## src/rtl/plink_pkg.sv

```systemverilog
package plink_pkg;
    typedef enum logic [2:0] {
        ST_HUNT,
        ST_BRK,
        ST_REC,
        ST_CMD,
        ST_WDATA,
        ST_TURN,
        ST_SEND
    } plink_state_e;

    localparam int BYTE_W = 8;
    localparam int ADDR_W = 7;
endpackage

```

## src/rtl/plink_sync.sv

```systemverilog
module plink_sync #(
    parameter int STAGES = 2
) (
    input  logic clk,
    input  logic rst_n,
    input  logic din,
    output logic lvl,
    output logic fall
);
    logic [STAGES-1:0] pipe;
    logic              prev;

    genvar gi;
    generate
        for (gi = 0; gi < STAGES; gi++) begin : g_stage
            if (gi == 0) begin : g_first
                always_ff @(posedge clk or negedge rst_n) begin
                    if (!rst_n) pipe[gi] <= 1'b1;
                    else        pipe[gi] <= din;
                end
            end else begin : g_next
                always_ff @(posedge clk or negedge rst_n) begin
                    if (!rst_n) pipe[gi] <= 1'b1;
                    else        pipe[gi] <= pipe[gi-1];
                end
            end
        end
    endgenerate

    always_ff @(posedge clk or negedge rst_n) begin
        if (!rst_n) prev <= 1'b1;
        else        prev <= pipe[STAGES-1];
    end

    assign lvl  = pipe[STAGES-1];
    assign fall = prev & ~pipe[STAGES-1];
endmodule

```

## src/rtl/plink_lowcnt.sv

```systemverilog
module plink_lowcnt #(
    parameter int T_BREAK = 3000
) (
    input  logic clk,
    input  logic rst_n,
    input  logic lvl,
    output logic brk_hit
);
    localparam int LW = $clog2(T_BREAK + 1);
    localparam logic [LW-1:0] LIMIT = LW'(T_BREAK);
    localparam logic [LW-1:0] LAST  = LW'(T_BREAK - 1);

    logic [LW-1:0] low_cnt;

    always_ff @(posedge clk or negedge rst_n) begin
        if (!rst_n)                low_cnt <= '0;
        else if (lvl)              low_cnt <= '0;
        else if (low_cnt != LIMIT) low_cnt <= low_cnt + 1'b1;
    end

    assign brk_hit = !lvl && (low_cnt == LAST);
endmodule

```

## src/rtl/plink_timer.sv

```systemverilog
module plink_timer #(
    parameter int W = 12
) (
    input  logic         clk,
    input  logic         rst_n,
    input  logic         clr,
    output logic [W-1:0] cnt
);
    always_ff @(posedge clk or negedge rst_n) begin
        if (!rst_n)          cnt <= '0;
        else if (clr)        cnt <= '0;
        else if (cnt != '1)  cnt <= cnt + 1'b1;
    end
endmodule

```

## src/rtl/pulse_link_slave.sv

```systemverilog
module pulse_link_slave
    import plink_pkg::*;
#(
    parameter int NUM_REGS      = 64,
    parameter int SYNC_STAGES   = 2,
    parameter int T_BREAK       = 3000,
    parameter int T_BREAK_REC   = 1000,
    parameter int T_SAMPLE      = 1100,
    parameter int T_TX_START    = 400,
    parameter int T_TX_DATA_END = 1800,
    parameter int T_TX_BIT      = 3300,
    parameter int T_TX_TURN     = 2500
) (
    input  logic       clk,
    input  logic       rst_n,
    input  logic       dq_in,
    output logic       dq_pull,
    output logic [6:0] reg_addr,
    output logic       reg_wr_en,
    output logic [7:0] reg_wr_data,
    output logic       reg_rd_en,
    input  logic [7:0] reg_rd_data
);
    localparam int M1   = (T_BREAK_REC > T_SAMPLE) ? T_BREAK_REC : T_SAMPLE;
    localparam int M2   = (T_TX_BIT > T_TX_TURN) ? T_TX_BIT : T_TX_TURN;
    localparam int MAXT = (M1 > M2) ? M1 : M2;
    localparam int CW   = $clog2(MAXT + 1);

    localparam logic [CW-1:0] REC_END   = CW'(T_BREAK_REC - 1);
    localparam logic [CW-1:0] SAMPLE_AT = CW'(T_SAMPLE);
    localparam logic [CW-1:0] TURN_END  = CW'(T_TX_TURN - 1);
    localparam logic [CW-1:0] BIT_END   = CW'(T_TX_BIT - 1);
    localparam logic [CW-1:0] TX_LOW1   = CW'(T_TX_START);
    localparam logic [CW-1:0] TX_LOW0   = CW'(T_TX_DATA_END);
    localparam logic [ADDR_W:0] NREG    = (ADDR_W+1)'(NUM_REGS);

    plink_state_e state, nstate;

    logic               lvl, fall, brk_hit, tclr;
    logic [CW-1:0]      tcnt;
    logic [2:0]         bcnt;
    logic               rx_busy;
    logic [BYTE_W-1:0]  shreg, txreg;
    logic [ADDR_W-1:0]  addr_q;
    logic               rx_state, sample, last_bit, tx_bit_end;

    plink_sync #(.STAGES(SYNC_STAGES)) u_sync (
        .clk  (clk),
        .rst_n(rst_n),
        .din  (dq_in),
        .lvl  (lvl),
        .fall (fall)
    );

    plink_lowcnt #(.T_BREAK(T_BREAK)) u_lowcnt (
        .clk    (clk),
        .rst_n  (rst_n),
        .lvl    (lvl),
        .brk_hit(brk_hit)
    );

    plink_timer #(.W(CW)) u_timer (
        .clk  (clk),
        .rst_n(rst_n),
        .clr  (tclr),
        .cnt  (tcnt)
    );

    assign rx_state   = (state == ST_CMD) || (state == ST_WDATA);
    assign sample     = rx_state && rx_busy && (tcnt == SAMPLE_AT) && !brk_hit;
    assign last_bit   = (bcnt == 3'd7);
    assign tx_bit_end = (state == ST_SEND) && (tcnt == BIT_END) && !brk_hit;

    // next-state and timer restart
    always_comb begin
        nstate = state;
        tclr   = 1'b0;
        if (brk_hit) begin
            nstate = ST_BRK;
        end else begin
            unique case (state)
                ST_HUNT: ;
                ST_BRK: begin
                    if (lvl) begin
                        nstate = ST_REC;
                        tclr   = 1'b1;
                    end
                end
                ST_REC: begin
                    if (!lvl)                nstate = ST_HUNT;
                    else if (tcnt == REC_END) nstate = ST_CMD;
                end
                ST_CMD: begin
                    if (fall) tclr = 1'b1;
                    if (sample && last_bit) begin
                        if (lvl) begin
                            nstate = ST_WDATA;
                        end else begin
                            nstate = ST_TURN;
                            tclr   = 1'b1;
                        end
                    end
                end
                ST_WDATA: begin
                    if (fall) tclr = 1'b1;
                    if (sample && last_bit) nstate = ST_CMD;
                end
                ST_TURN: begin
                    if (tcnt == TURN_END) begin
                        nstate = ST_SEND;
                        tclr   = 1'b1;
                    end
                end
                ST_SEND: begin
                    if (tx_bit_end) begin
                        tclr = 1'b1;
                        if (last_bit) nstate = ST_CMD;
                    end
                end
                default: nstate = ST_HUNT;
            endcase
        end
    end

    // state register
    always_ff @(posedge clk or negedge rst_n) begin
        if (!rst_n) state <= ST_HUNT;
        else        state <= nstate;
    end

    // datapath and outputs
    always_ff @(posedge clk or negedge rst_n) begin
        if (!rst_n) begin
            rx_busy     <= 1'b0;
            bcnt        <= '0;
            shreg       <= '0;
            txreg       <= '0;
            addr_q      <= '0;
            dq_pull     <= 1'b0;
            reg_wr_en   <= 1'b0;
            reg_wr_data <= '0;
            reg_rd_en   <= 1'b0;
        end else begin
            reg_wr_en <= 1'b0;
            reg_rd_en <= 1'b0;

            if (rx_state && fall) rx_busy <= 1'b1;

            if (sample) begin
                rx_busy <= 1'b0;
                shreg   <= {lvl, shreg[BYTE_W-1:1]};
                bcnt    <= bcnt + 3'd1;
                if (last_bit) begin
                    if (state == ST_CMD) begin
                        addr_q <= shreg[BYTE_W-1:1];
                        if (!lvl) reg_rd_en <= 1'b1;
                    end else if ({1'b0, addr_q} < NREG) begin
                        reg_wr_en   <= 1'b1;
                        reg_wr_data <= {lvl, shreg[BYTE_W-1:1]};
                    end
                end
            end

            if (reg_rd_en) txreg <= reg_rd_data;

            if (tx_bit_end) begin
                txreg <= {1'b0, txreg[BYTE_W-1:1]};
                bcnt  <= bcnt + 3'd1;
            end

            dq_pull <= (state == ST_SEND) && !brk_hit &&
                       ((tcnt < TX_LOW1) || ((tcnt < TX_LOW0) && !txreg[0]));

            if (nstate != state) begin
                bcnt    <= '0;
                rx_busy <= 1'b0;
            end
        end
    end

    assign reg_addr = addr_q;
endmodule

```

## config.mk

```make
export PLATFORM = sky130hd
export DESIGN_NAME = pulse_link_slave
export DESIGN_NICKNAME = d
export VERILOG_FILES = /design/src/rtl/plink_pkg.sv /design/src/rtl/plink_sync.sv /design/src/rtl/plink_lowcnt.sv /design/src/rtl/plink_timer.sv /design/src/rtl/pulse_link_slave.sv
export SDC_FILE = /design/constraint.sdc
export NUM_CORES = 1
export LEC_CHECK = 0
export BUFFER_PORTS_ARGS = -buffer_cell sky130_fd_sc_hd__clkbuf_2
export CORE_ASPECT_RATIO = 0.9
export CORE_MARGIN = 1
export CORE_UTILIZATION = 64
export CTS_CLUSTER_SIZE = 10
export DETAILED_ROUTE_END_ITERATION = 16
export PLACE_DENSITY = 0.85
export SYNTH_ARGS = -nofsm -noshare
export SYNTH_HDL_FRONTEND = slang
export SYNTH_HIERARCHICAL = 1
export SYNTH_SLANG_ARGS = --single-unit
export TNS_END_PERCENT = 100
```

## constraint.sdc

```tcl
create_clock -name clk -period 5.4 [get_ports clk]
set_input_delay 0.81 -clock clk [delete_from_list [all_inputs] [get_ports clk]]
set_output_delay 0.81 -clock clk [all_outputs]
set_load 0.01 [all_outputs]
```

# Word-level counts from Yosys, hierarchy flattened
# Index checks and enable logic that the tools add are counted.
word_totals:
  ff_bits: 68
  latchBits: 0
  ram_bits: 0
  romBits: 0
  inputBits: 11
  out_inout_bits: 18
  word_cells: 102
  mem_count: 0
op_classes:
  addsub: 3
  n_mul: 0
  n_div: 0
  n_lt_le_gt_ge: 3
  eq_ne: 15
  shifts: 0
  muxes: 39
  bitwise_logic: 3
  reduce_logical: 24
op_table:
  columns: ["cell", "count"]
  rows:
  - ["12-bit 2-to-1 mux", 4]
  - ["12-bit equality test (second input constant)", 3]
  - ["3-bit 2-to-1 mux", 12]
  - ["12-bit by 1-bit adder with 12-bit output (second input constant)", 2]
  - ["12-bit inequality test (second input constant)", 2]
  - ["3-bit case mux with 7 select lines", 1]
  - ["1-bit 2-to-1 mux", 19]
  - ["8-bit 2-to-1 mux", 2]
  - ["12-bit by 10-bit equality test with 1-bit output (second input constant)", 1]
  - ["12-bit by 11-bit equality test with 1-bit output (second input constant)", 1]
  - ["3-bit equality test (second input constant)", 4]
  - ["12-bit by 11-bit < comparator with 1-bit output (second input constant)", 1]
  - ["12-bit by 9-bit < comparator with 1-bit output (second input constant)", 1]
  - ["1-bit logical AND", 11]
  - ["7-bit < comparator (second input constant)", 1]
  - ["3-bit by 2-bit equality test with 1-bit output (second input constant)", 2]
  - ["2-bit nonzero test", 3]
  - ["3-bit nonzero test", 2]
  - ["1-bit case mux with 5 select lines", 1]
  - ["4-bit AND reduction", 1]
  - ["3-bit by 1-bit adder with 3-bit output (second input constant)", 1]
  - ["3-bit by 1-bit equality test with 1-bit output (second input constant)", 1]
  - ["1-bit logical NOT", 3]
  - ["3-bit logical NOT", 1]
  - ["other kinds (5)", 7]

# Longest topological paths before layout
logic_depth:
  word_depth: 11
  depth_mapped: 11
  ltp_nobuf: 9

# By module
# Netlist, hierarchy kept.
by_module_without_submodules:
  columns: ["mod", "n_inst", "cells_each", "area_each_um2", "seq_area_each_um2"]
  rows:
  - ["pulse_link_slave", 1, 203, 2068.2, 1001.0]
  - ["plink_lowcnt", 1, 70, 693.2, 300.3]
  - ["plink_timer", 1, 65, 648.1, 300.3]
  - ["plink_sync", 1, 4, 92.6, 78.8]

# Worst setup path after synthesis
# OpenSTA, ideal clock, no wires.
synth_timing:
  kind: "register -> register"
  startpoint: "register u_sync.pipe[1], in the netlist u_sync/lvl"
  endpoint: "register u_timer.cnt[0]"
  t_arrival_ns: 2.781
  required_time_ns: 5.268
  slack_ns: 2.487
  stages_incl_launch_ff: 12
  path_buffers: 2
  synth_period_minus_slack_ns: 2.913
  cell_sequence: "dfstp_2 > nand2b_1 > or3b_1 > nor4_1 > clkbuf_1 > nor3b_1 > nand4_1 > or3_1 > o211a_1 > a211oi_1 > clkbuf_1 > nor2_1"
synth_via:
  elab_chain_cells: 9
  word_cells_on_any_way: 17
  cone_classes: "mux: 8; bitwise: 2; reduce/logical: 7"
synth_rtl:
  columns: ["item", "line", "rtl"]
  rows:
  - ["start, declared", "plink_sync.sv:10", "logic [STAGES-1:0] pipe;"]
  - ["start signal, assigned by index", "plink_sync.sv:24", "else pipe[gi] <= pipe[gi-1];"]
  - ["1-bit logical NOT (*)", "plink_lowcnt.sv:21", "assign brk_hit = !lvl && (low_cnt == LAST);"]
  - ["1-bit logical AND (*)", "plink_lowcnt.sv:21", null]
  - ["net brk_hit", "pulse_link_slave.sv:39", "logic lvl, fall, brk_hit, tclr;"]
  - ["1-bit logical NOT", "pulse_link_slave.sv:70, pulse_link_slave.sv:72", null]
  - ["1-bit logical AND", "pulse_link_slave.sv:70", "assign sample = rx_state && rx_busy && (tcnt == SAMPLE_AT) && !brk_hit;"]
  - ["1-bit logical AND", "pulse_link_slave.sv:95", "if (sample && last_bit) begin"]
  - ["1-bit 2-to-1 mux", "pulse_link_slave.sv:95", null]
  - ["1-bit case mux with 5 select lines", "pulse_link_slave.sv:81", "unique case (state)"]
  - ["1-bit 2-to-1 mux (*)", "pulse_link_slave.sv:78", "if (brk_hit) begin"]
  - ["net tclr", "pulse_link_slave.sv:39", null]
  - ["12-bit 2-to-1 mux or 2-bit nonzero test (tied branches)", null, null]
  - ["end signal, assigned", "plink_timer.sv:12", "else if (cnt != '1) cnt <= cnt + 1'b1;"]
  - ["end, declared", "plink_timer.sv:7", "output logic [W-1:0] cnt"]
# Mark *: on every way through the listed nets, which the timed path passes. The rest lies on a longest branch.
# A chain may end at the register's enable or synchronous reset.

# Worst setup path in the final report
layout_timing:
  startpoint: "register u_sync.pipe[1], in the netlist u_sync/lvl"
  endpoint: "register bcnt[1]"
layout_via:
  elab_chain_cells: 10
  word_cells_on_any_way: 18
  cone_classes: "eq/ne: 1; mux: 10; reduce/logical: 7"
layout_rtl:
  columns: ["item", "line", "rtl"]
  rows:
  - ["1-bit logical NOT (*)", "plink_lowcnt.sv:21", null]
  - ["1-bit logical AND (*)", "plink_lowcnt.sv:21", null]
  - ["net brk_hit", "pulse_link_slave.sv:39", null]
  - ["1-bit logical NOT", "pulse_link_slave.sv:70, pulse_link_slave.sv:72", null]
  - ["1-bit logical AND", "pulse_link_slave.sv:70", null]
  - ["1-bit logical AND", "pulse_link_slave.sv:95, pulse_link_slave.sv:106", null]
  - ["3-bit 2-to-1 mux, on equally long branches", "pulse_link_slave.sv:106, pulse_link_slave.sv:95", null]
  - ["3-bit case mux with 7 select lines", "pulse_link_slave.sv:81", null]
  - ["3-bit 2-to-1 mux", "pulse_link_slave.sv:78", null]
  - ["3-bit inequality test", "pulse_link_slave.sv:174", "if (nstate != state) begin"]
  - ["3-bit nonzero test (no line) or 3-bit 2-to-1 mux (tied branches)", null, null]
  - ["end signal, assigned", "pulse_link_slave.sv:152", "bcnt <= bcnt + 3'd1;"]
  - ["end signal, assigned", "pulse_link_slave.sv:168", "bcnt <= bcnt + 3'd1;"]
  - ["end, declared", "pulse_link_slave.sv:41", "logic [2:0] bcnt;"]
# Marked as above.

==> summary.md <==
| Metric | Value |
|---|---|
| Status | `complete, no violations` |
| Leading area contributor after synthesis | `sky130_fd_sc_hd__dfrtp_1` |
| Sequential cell area fraction in the yosys report | `48.0%` |
| Count of pins over their slew limit | `0` |
| Post-CTS Setup Repair Bufs | `0` |
| Register bit total from synthesis | `67` |
| Highest signal layer in the routed design | `met4` |
| Leading cell types by total area after synthesis | `sky130_fd_sc_hd__dfrtp_1, sky130_fd_sc_hd__mux2_2, sky130_fd_sc_hd__nand2_1` |
| Sum of negative setup slack | `0 ps` |
| PostCTS Resize Cnt | `0` |
| Number of distinct library cell variants in the gate-level netlist after synthesis | `62` |
| Maximum clock insertion buffer count | `2` |
| DRC viols | `0` |
| Pin count of the biggest net entering global routing | `68` |
| I/O pin cnt | `29` |
| Vias after detailed routing | `2709` |
| Fraction of the cycle the final worst path needs | `61.3%` |
| Total global routing track utilization | `26.8%` |
| Required time of the critical path | `5640 ps` |
| Initial detailed-routing violation count | `213` |
| Number of clock sinks | `67` |
| Number of endpoints failing setup at the final stage | `0` |
| Die area | `5770 um2` |
| Post-Synthesis Cell Area | `3500 um2` |
| Share of post-route cells with drive strength above 1 | `22.2%` |
| H-tree depth reported by CTS | `3` |
| Diodes inserted | `0` |
| Number of warnings printed during yosys synthesis | `6` |
| DR vias/cell | `6.14` |
| Initial core utilization | `66.6%` |
| Via count of the first global-routing pass | `2522` |
| Crit path DAT | `3560 ps` |
| Relative slew slack | `35.5%` |
| Total overflow reported by the global router | `0` |
| Insertion delay of the later-clocked pin in the worst-skew pair | `340 ps` |
| Total power divided by cell area | `244 nW/um2` |
| Clock tree from TritonCTS | `yes` |
| # rows | `25` |
| Total CTS buffers | `9` |
| Post-layout instance area | `3880 um2` |
| Leading post-synthesis cells by instance count | `sky130_fd_sc_hd__dfrtp_1, sky130_fd_sc_hd__nand2_1, sky130_fd_sc_hd__nor2_1` |
| Met3 WL post-DR | `310 um` |
| Area of placed instances | `3680 um2` |
| Area growth from synthesis to final layout | `10.9%` |
| Total routed wirelength | `6.86 mm` |
| PortBufs | `28` |
| Antenna-violating nets left | `0` |
| Post-Synthesis Mean Instance Area | `10.2 um2` |
| Fraction of registers with async set or reset after synthesis | `100%` |
| Cell count after synthesis | `342` |
| Routed length on met2 | `3.30 mm` |
| WL per Instance | `15.5 um` |
| Fillers | `352` |
| Leak | `0.00167 uW` |
| # Max-Cap Violations | `0` |
| Post-layout min period | `3310 ps` |
| Worst-path maximum fanout | `26` |
| Master cell of the clock root buffer | `sky130_fd_sc_hd__clkbuf_8` |
| Count leader, synth | `sky130_fd_sc_hd__dfrtp_1` |
| Classification of the worst setup path | `reg2reg` |
| Horiz. Die Dim | `80.0 um` |
| Hold Crit Class | `reg2reg` |
| Die H | `72.2 um` |
| Max rail drop VDD | `0.000211 V` |
| Setup repair after global routing missed its margin | `false` |
| Nets | `386` |
| Number of enable flip-flop cells after synthesis | `0` |
| Worst Clk Skew | `5.73 ps` |
| Util after Layout | `73.9%` |
| Sum of routed wire segments on met1 | `3.15 mm` |
| Synthesized Nets | `358` |
| Predominant post-synthesis flop cell | `sky130_fd_sc_hd__dfrtp_1` |
| Final estimated routing congestion in global placement | `0.927` |
| Startpoint type of the worst setup path | `flop` |
| First-pass detailed-route iteration total | `4` |
| Clock transition at the registers of the reported paths | `70 ps` |
| First-pass GRT wire length | `11.8 mm` |
| Actual slew at the worst max-slew pin | `962 ps` |
| Antenna violations before repair | `0` |
| Half-perimeter wire length after placement | `4.55 mm` |
| Portion of synthesized cell area occupied by the leading cell type | `45.7%` |
| Hold-fix buffers, CTS | `0` |
| Peak Freq | `302 MHz` |
| Total count of hold-check failures in the final report | `0` |
| Type of element capturing the critical path | `flop` |
| Placeable core region | `5260 um2` |
-- kinds of logic (layout without fill, tap and decap cells) --
group                      after synthesis  count (layout)  synth area share (%)
AOI/OAI and AO/OA                       59              59                  10.3
xor gates and xnor gates                 3               3                 0.750
adders and majority gates                5               5                  1.79
buffers and inverters                   21              53                  2.72
DFF                                     67              67                  48.0
muxes                                   30              30                  9.18
and+or+nand+nor                        157             157                  27.3
-- layout make-up --
type                    count  area (um2)  area share (%)
well taps                  67        83.8            2.16
multi-input cells         254        1730            44.6
inverters                   7        26.3           0.676
clock inverters             5        62.6            1.61
flip-flops and latches     67        1680            43.3
repair buffers             31         163            4.19
clock buffers              10         138            3.54
-- worst max-delay path: stages, from the launching register on --
cell and delay (ps):
sky130_fd_sc_hd__dfstp_2 820, sky130_fd_sc_hd__nand2b_1 190, sky130_fd_sc_hd__or3b_1 110, sky130_fd_sc_hd__nor4_1 40, sky130_fd_sc_hd__buf_4 170, sky130_fd_sc_hd__nor3b_1 350
sky130_fd_sc_hd__nand4_1 260, sky130_fd_sc_hd__nor3_2 780, sky130_fd_sc_hd__o21ai_0 210, sky130_fd_sc_hd__a211oi_1 270
-- sequential cells by signal (all words and copies together) (netlist names) --
register          count
u_sync/pipe           1
u_sync/prev           1
reg_rd_en             1
shreg                 7
state                 3
reg_addr              7
u_lowcnt/low_cnt     12
u_sync/lvl            1
reg_wr_en             1
u_timer/cnt          12
dq_pull               1
txreg                 8
rx_busy               1
bcnt                  3
reg_wr_data           8
-- routing by layer --
| metal | global-route usage [%] | vias up |
|---|---|---|
| met3 | 5.91 | 10 |
| met2 | 40.9 | 66 |
| met1 | 37.5 | 1329 |
| met5 | 0 | - |
| met4 | 10.9 | 0 |
| li1 | - | 1304 |
-- stage by stage --
step / setup slack (ps) / std cells / total power (uW) / hold slack, ps
3_5_place_dp: 2130 / 426 / 543 / 347
3_3_place_gp: 2300 / 426 / 543 / 349
5_1_grt: 1800 / 441 / 979 / 359
6_report: 2090 / 441 / 949 / 357
2_1_floorplan: 2490 / 342 / 527 / 345
4_1_cts: 2130 / 441 / 959 / 357
-- cell usage in the layout (no fill, tap or decap), drive strengths merged, types with 8 or more instances in the layout --
cell type,n
dfrtp,64
nand2,43
clkbuf,37
nor2,26
o21ai,24
mux2,17
nand3,15
a21oi,14
mux2i,13
nor3,10
inv,8
nor4,8
-- final timing paths --
| path | endpoint | slack (ps) | startpoint | cells after the start |
|---|---|---|---|---|
| setup reg to reg | bcnt[1] | 2090 | u_sync/lvl | 9 |
| setup / recovery | bcnt[1] | 2090 | u_sync/lvl | 9 |
| min in group asynchronous | u_timer/cnt[7] | 640 | rst_n | 2 |
| max in group asynchronous | u_lowcnt/low_cnt[5] | 4220 | rst_n | 2 |
| hold / removal | u_sync/lvl | 360 | u_sync/pipe[0] | 0 |
| hold reg to reg | u_sync/lvl | 360 | u_sync/pipe[0] | 0 |
-- power by group --
| group | switching, uW | total (uW) | internal [uW] | leakage [uW] |
|---|---|---|---|---|
| sequential | 6.23 | 512 | 505 | 0.000872 |
| clock | 191 | 416 | 225 | 0.0000950 |
| combinational | 14.0 | 21.5 | 7.50 | 0.000698 |
| total | 211 | 949 | 738 | 0.00167 |
No activity file was read; power rests on OpenSTA's default activity.
